**config.mk**
```make
export PLATFORM = sky130hd
export DESIGN_NAME = chan_word_packer
export DESIGN_NICKNAME = d
export VERILOG_FILES = /design/src/rtl/packer_pkg.sv /design/src/rtl/pk_sample_counter.sv /design/src/rtl/pk_fill_bank.sv /design/src/rtl/pk_drain_seq.sv /design/src/rtl/chan_word_packer.sv
export SDC_FILE = /design/constraint.sdc
export NUM_CORES = 2
export LEC_CHECK = 0
export BUFFER_PORTS_ARGS = -buffer_cell sky130_fd_sc_hd__clkbuf_2
export CELL_PAD_IN_SITES_DETAIL_PLACEMENT = 0
export CELL_PAD_IN_SITES_GLOBAL_PLACEMENT = 1
export CORE_AREA = 2 2 438 440
export CTS_CLUSTER_DIAMETER = 200
export DETAILED_ROUTE_END_ITERATION = 10
export DIE_AREA = 0 0 440 442
export PLACE_DENSITY = 0.83
export SLEW_MARGIN = 10
export SYNTH_ARGS = -nofsm -noshare
export SYNTH_HDL_FRONTEND = slang
export SYNTH_SLANG_ARGS = --single-unit
```
**constraint.sdc**
```tcl
create_clock -name clk_i -period 3 [get_ports clk_i]
set_input_delay 0.3 -clock clk_i [delete_from_list [all_inputs] [get_ports clk_i]]
set_output_delay 0.3 -clock clk_i [all_outputs]
set_load 0.01 [all_outputs]
```
**src/rtl/packer_pkg.sv**
```systemverilog
package packer_pkg;

  // Index of the lowest set bit of a vector; 0 when the vector is empty.
  function automatic int first_set(input logic [31:0] v);
    int r;
    r = 0;
    for (int i = 31; i >= 0; i--) begin
      if (v[i]) r = i;
    end
    return r;
  endfunction

endpackage

```
**src/rtl/pk_sample_counter.sv**
```systemverilog
module pk_sample_counter #(
  parameter int LIMIT_W   = 24,
  parameter int UNIT_LOG2 = 4,
  parameter int ATOM_LEN  = 64
) (
  input  logic                         clk_i,
  input  logic                         rst_ni,
  input  logic                         start_i,
  input  logic                         sample_en_i,
  input  logic [LIMIT_W-1:0]           limit_i,
  output logic                         take_o,
  output logic [$clog2(ATOM_LEN)-1:0]  bit_idx_o,
  output logic                         atom_end_o,
  output logic                         all_taken_o,
  output logic                         run_o
);
  localparam int CW    = LIMIT_W + UNIT_LOG2;
  localparam int IDX_W = $clog2(ATOM_LEN);

  logic [CW-1:0] cnt_q, total_q;
  logic          run_q;
  logic          last_one;

  assign take_o      = run_q && !start_i && sample_en_i && (cnt_q != total_q);
  assign last_one    = (cnt_q + CW'(1)) == total_q;
  assign bit_idx_o   = cnt_q[IDX_W-1:0];
  assign atom_end_o  = take_o && ((bit_idx_o == IDX_W'(ATOM_LEN - 1)) || last_one);
  assign all_taken_o = (cnt_q == total_q);
  assign run_o       = run_q;

  always_ff @(posedge clk_i) begin
    if (!rst_ni) begin
      cnt_q   <= '0;
      total_q <= '0;
      run_q   <= 1'b0;
    end else if (start_i) begin
      cnt_q   <= '0;
      total_q <= {limit_i, {UNIT_LOG2{1'b0}}};
      run_q   <= 1'b1;
    end else if (take_o) begin
      cnt_q   <= cnt_q + CW'(1);
    end
  end
endmodule

```
**src/rtl/pk_fill_bank.sv**
```systemverilog
module pk_fill_bank #(
  parameter int NUM_CH   = 16,
  parameter int ATOM_LEN = 64
) (
  input  logic                               clk_i,
  input  logic                               rst_ni,
  input  logic                               start_i,
  input  logic                               take_i,
  input  logic                               atom_end_i,
  input  logic [$clog2(ATOM_LEN)-1:0]        bit_idx_i,
  input  logic [NUM_CH-1:0]                  sample_i,
  output logic [NUM_CH-1:0][ATOM_LEN-1:0]    words_o
);
  // One shift-free lane per channel: the sample bit lands at its atom position.
  for (genvar ch = 0; ch < NUM_CH; ch++) begin : g_lane
    logic [ATOM_LEN-1:0] lane_q, lane_nxt;

    always_comb begin
      lane_nxt = lane_q;
      if (take_i) lane_nxt[bit_idx_i] = sample_i[ch];
    end

    always_ff @(posedge clk_i) begin
      if (!rst_ni)                    lane_q <= '0;
      else if (start_i || atom_end_i) lane_q <= '0;
      else                            lane_q <= lane_nxt;
    end

    assign words_o[ch] = lane_nxt;
  end
endmodule

```
**src/rtl/pk_drain_seq.sv**
```systemverilog
module pk_drain_seq
  import packer_pkg::*;
#(
  parameter int NUM_CH   = 16,
  parameter int ATOM_LEN = 64
) (
  input  logic                             clk_i,
  input  logic                             rst_ni,
  input  logic                             start_i,
  input  logic                             load_i,
  input  logic [NUM_CH-1:0][ATOM_LEN-1:0]  load_words_i,
  input  logic [NUM_CH-1:0]                load_mask_i,
  input  logic                             ready_i,
  output logic                             valid_o,
  output logic [ATOM_LEN-1:0]              data_o,
  output logic                             busy_o,
  output logic                             free_o
);
  localparam int SEL_W = (NUM_CH > 1) ? $clog2(NUM_CH) : 1;

  logic [NUM_CH-1:0]               pending_q, sel_oh, rest;
  logic [NUM_CH-1:0][ATOM_LEN-1:0] buf_q;
  logic [SEL_W-1:0]                sel_idx;
  logic                            fire;

  assign sel_idx = SEL_W'(first_set(32'(pending_q)));
  assign sel_oh  = NUM_CH'(1) << sel_idx;
  assign rest    = pending_q & ~sel_oh;
  assign valid_o = |pending_q;
  assign busy_o  = valid_o;
  assign fire    = valid_o && ready_i;
  assign free_o  = !valid_o || (fire && (rest == '0));
  assign data_o  = buf_q[sel_idx];

  always_ff @(posedge clk_i) begin
    if (!rst_ni) begin
      pending_q <= '0;
      buf_q     <= '0;
    end else if (start_i) begin
      pending_q <= '0;
    end else if (load_i) begin
      pending_q <= load_mask_i;
      buf_q     <= load_words_i;
    end else if (fire) begin
      pending_q <= rest;
    end
  end
endmodule

```
**src/rtl/chan_word_packer.sv**
```systemverilog
module chan_word_packer #(
  parameter int NUM_CH    = 16,
  parameter int ATOM_LEN  = 64,
  parameter int LIMIT_W   = 24,
  parameter int UNIT_LOG2 = 4
) (
  input  logic                clk_i,
  input  logic                rst_ni,
  input  logic                start_i,
  input  logic                sample_en_i,
  input  logic [NUM_CH-1:0]   sample_i,
  input  logic [NUM_CH-1:0]   chan_mask_i,
  input  logic [LIMIT_W-1:0]  limit_i,
  output logic                out_valid_o,
  input  logic                out_ready_i,
  output logic [ATOM_LEN-1:0] out_data_o,
  output logic                done_o,
  output logic                overflow_o
);
  localparam int IDX_W = $clog2(ATOM_LEN);

  logic [NUM_CH-1:0]               mask_q;
  logic                            take, atom_end, all_taken, run;
  logic [IDX_W-1:0]                bit_idx;
  logic [NUM_CH-1:0][ATOM_LEN-1:0] fill_words;
  logic                            drain_busy, drain_free, handoff;
  logic                            ovf_q;

  always_ff @(posedge clk_i) begin
    if (!rst_ni)      mask_q <= '0;
    else if (start_i) mask_q <= chan_mask_i;
  end

  pk_sample_counter #(
    .LIMIT_W(LIMIT_W), .UNIT_LOG2(UNIT_LOG2), .ATOM_LEN(ATOM_LEN)
  ) u_cnt (
    .clk_i(clk_i), .rst_ni(rst_ni), .start_i(start_i),
    .sample_en_i(sample_en_i), .limit_i(limit_i),
    .take_o(take), .bit_idx_o(bit_idx), .atom_end_o(atom_end),
    .all_taken_o(all_taken), .run_o(run)
  );

  pk_fill_bank #(.NUM_CH(NUM_CH), .ATOM_LEN(ATOM_LEN)) u_fill (
    .clk_i(clk_i), .rst_ni(rst_ni), .start_i(start_i),
    .take_i(take), .atom_end_i(atom_end), .bit_idx_i(bit_idx),
    .sample_i(sample_i), .words_o(fill_words)
  );

  assign handoff = atom_end && drain_free;

  pk_drain_seq #(.NUM_CH(NUM_CH), .ATOM_LEN(ATOM_LEN)) u_drain (
    .clk_i(clk_i), .rst_ni(rst_ni), .start_i(start_i),
    .load_i(handoff), .load_words_i(fill_words), .load_mask_i(mask_q),
    .ready_i(out_ready_i), .valid_o(out_valid_o), .data_o(out_data_o),
    .busy_o(drain_busy), .free_o(drain_free)
  );

  // A completed atom with no room in the drain buffer is dropped and flagged.
  always_ff @(posedge clk_i) begin
    if (!rst_ni)                      ovf_q <= 1'b0;
    else if (start_i)                 ovf_q <= 1'b0;
    else if (atom_end && !drain_free) ovf_q <= 1'b1;
  end

  assign overflow_o = ovf_q;
  assign done_o     = run && all_taken && !drain_busy;
endmodule

```
==> run metrics <==
outcome=finished with violations; remaining global-route overflow=0; final cycle utilization of the critical path=136.6%; Static Leak=39.51 nW; Synthesized Nets=8788; Synth warnings=0; highest attainable clock frequency=244.1 MHz; max_slew headroom=21.57%; number of buffers added by the clock tree synthesis step=213; area share of the largest cell type after synthesis=roughly half; total via count after detailed routing=71510; met1 layer usage reported by global route=37.93%; end-of-flow core utilization=56.36%; clock latency on the worst-skew pair=880 ps; minimum hold slack=just over 70 ps; final wirelength=283000 um; count of unique library cells instantiated by Yosys=77; Avg Vias per Cell=6.095; nature of the critical path endpoint=output pin; Syn-to-layout area delta=25.93%; minimum clock period after layout=4097 ps; commonest non-fill, non-tap cells in the layout=sky130_fd_sc_hd__dfxtp_1, sky130_fd_sc_hd__mux2i_1, sky130_fd_sc_hd__nor2_1; violations in the final reports=setup timing; ports placed on the boundary=128; max-slew violation total from the final report=0; GP Congestion=0.8530; slack of the worst reg-to-reg path=-650 ps; total track usage=27.46%; maximum number of pins on one net before global-route repair=126; number of filler cells placed in the layout=15880; non-filler instance count after layout=11730; number of storage elements in the synthesis netlist=2134; critical path class=reg2out; multi-input gate area in the final layout=0.03997 mm^2; predominant post-synthesis flop cell=sky130_fd_sc_hd__dfxtp_1; detailed placement HPWL=159600 um; DP Area=0.09389 mm^2; number of global-route vias before repair=approximately 69000; # rows=160; Post-Syn Instances=8725; most common cell after layout, fill and taps aside=sky130_fd_sc_hd__dfxtp_1; M2 GR Usage=between 40% and 50%; die area=0.1945 mm^2; Sum Neg Setup Slack=-955120 ps; Initial DRT Pass Iterations=6; setup repair after global routing missed its margin=true; mean routed wirelength per cell=24.12 um; busiest metal layer after global routing=met2; number of port buffers=between 100 and 150; setup clock skew after layout=81.36 ps; antenna fix cells=0; worst hold path type=in2reg; maximum level of the CTS H-tree=4; CTS sink count=2134; arrival time at the worst endpoint=3800 ps; antenna violations before repair=1; share of layout cells above drive strength 1=19.97%; number of remaining DRC errors=0; Setup violations, final=roughly 2100; transition time at the pin with the least slew margin=roughly 1200 ps; global-route wire length before repair=422700 um; Bufs on Longest Clock Path=3; Final Worst Setup Slack=-1097 ps; die span in x=440 um; Worst IR Drop VDD=0.5952 mV; core region area=~0.19 mm^2; number of flops mapped to enable cells by yosys=0; worst endpoint required time=2700 ps; Sequential Area=0.04276 mm^2; instance count after placement with tap cells included=11130; register area share after synthesis=50.35%; highest fanout seen on the critical path=9; Netlist Area Pre-Place=0.08485 mm^2; final design area excluding fillers=between 0.1 and 0.15 mm^2; CTS Root Cell=sky130_fd_sc_hd__clkbuf_16; most area-consuming cells after synthesis=sky130_fd_sc_hd__dfxtp_1, sky130_fd_sc_hd__mux2i_1, sky130_fd_sc_hd__a211oi_1; cell type with the largest total area after synthesis=sky130_fd_sc_hd__dfxtp_1; async set-or-reset flop fraction in the synthesized netlist=0%; Critical Path Source Type=register; Die Y=442 um; met3 Usage GRT=roughly 4.3%; number of max-cap violations=0; PwrDens=between 500 and 600 mW/mm^2; 1st-iter DRT viols=7110; mean cell area of the mapped netlist=9.725 um^2; Post-layout nets=9106; final count of hold timing violations=0; starting density of the core=44.76%; CTS tree=done; Routed Antenna Nets=0; post-CTS clock slew at the launch and capture registers of the worst setup and hold paths=60 ps
## what timing repair did
action / 4_1_cts / 5_1_grt
hold buffers: 46 / 0
hold endpoints to repair: 51 / 0
setup buffers: 74 / 34
pin swaps: 86 / 93
endpoints found under the setup margin: 2130 / 2131
cloned: 43 / 25
gates resized for setup: 374 / 327
## state kept, by name (all words and copies together), names as in the netlist
name                  cells
mask_q                   16
overflow_o                1
u_cnt.cnt_q              28
u_cnt.run_o               1
u_cnt.total_q            24
u_drain.buf_q          1024
u_drain.pending_q        16
u_fill.g_lane.lane_q   1024
## where the power goes
group / total (mW) / switching [mW] / internal [mW]
registers: 28.4 / 0.0259 / 28.4
clock network: 27.8 / 11.6 / 16.2
logic: 1.75 / 1.30 / 0.449
total: 58.0 / 12.9 / 45.0
## per-layer routing
layer  share of wire [%]  vias to the layer above
li1                    -                    32430
met1                  43                    35560
met2                  45                     2905
met3                 7.4                      624
met4                 4.1                        2
met5              0.0042                        -
## synth_stat cells (all sizes together) (32+ instances only)
| master | count |
|---|---|
| nand3 | 43 |
| nor2 | 1131 |
| nand2 | 105 |
| clkbuf | 434 |
| dfxtp | 2134 |
| a21oi | 1187 |
| a221oi | 257 |
| mux2i | 1320 |
| nor3 | 37 |
| o21ai | 296 |
| xnor2 | 32 |
| buf | 530 |
| a211oi | 1026 |
## final cells by class
cell class,instances,share of cell area (%)
clock inverters,74,1.080
clock buffers,320,5.815
repair buffers,1067,12.69
inverters,12,0.04918
flip-flops and latches,2134,40.02
multi-input cells,5615,37.41
well taps,2511,2.940
## stage by stage
step | setup slack (ps) | power, mW
5_1_grt | -1200 | 59.39
6_report | -1097 | 57.98
3_3_place_gp | -636.3 | 30.67
3_5_place_dp | -639.8 | 30.67
4_1_cts | -1063 | 58.17
2_1_floorplan | -119.5 | 29.82
## cells by family after synthesis
kind of cell	count (synthesis)	synth area share [%]
compound gates	2817	20.99
mux	1321	15.59
fa+ha+maj	2	0.02949
flops	2134	50.35
xor+xnor	45	0.4807
buf+inv	976	5.502
simple gates	1430	7.069
## worst max-delay path, stage by stage, from the launching register on
cell                       delay (ps)
sky130_fd_sc_hd__dfxtp_4          350
sky130_fd_sc_hd__buf_6            120
sky130_fd_sc_hd__or4_4            540
sky130_fd_sc_hd__nor2_4           150
sky130_fd_sc_hd__buf_6            130
sky130_fd_sc_hd__o41a_4           160
sky130_fd_sc_hd__buf_12           200
sky130_fd_sc_hd__buf_12           180
sky130_fd_sc_hd__buf_4            150
sky130_fd_sc_hd__buf_16           130
sky130_fd_sc_hd__mux2i_1           80
sky130_fd_sc_hd__o21ai_0          220
sky130_fd_sc_hd__nand2_1          140
sky130_fd_sc_hd__a21oi_4          230
sky130_fd_sc_hd__clkbuf_2         180
## worst paths after layout
kind	startpoint	to	cells past startpoint
hold reg to reg	mask_q[8]	u_drain.pending_q[8]	2
hold / removal	sample_i[8]	u_fill.g_lane[8].lane_q[15]	3
setup / recovery	u_drain.pending_q[3]	out_data_o[25]	14
setup reg to reg	u_cnt.cnt_q[8]	u_drain.buf_q[139]	15
Power figures use the tool's default switching activity.
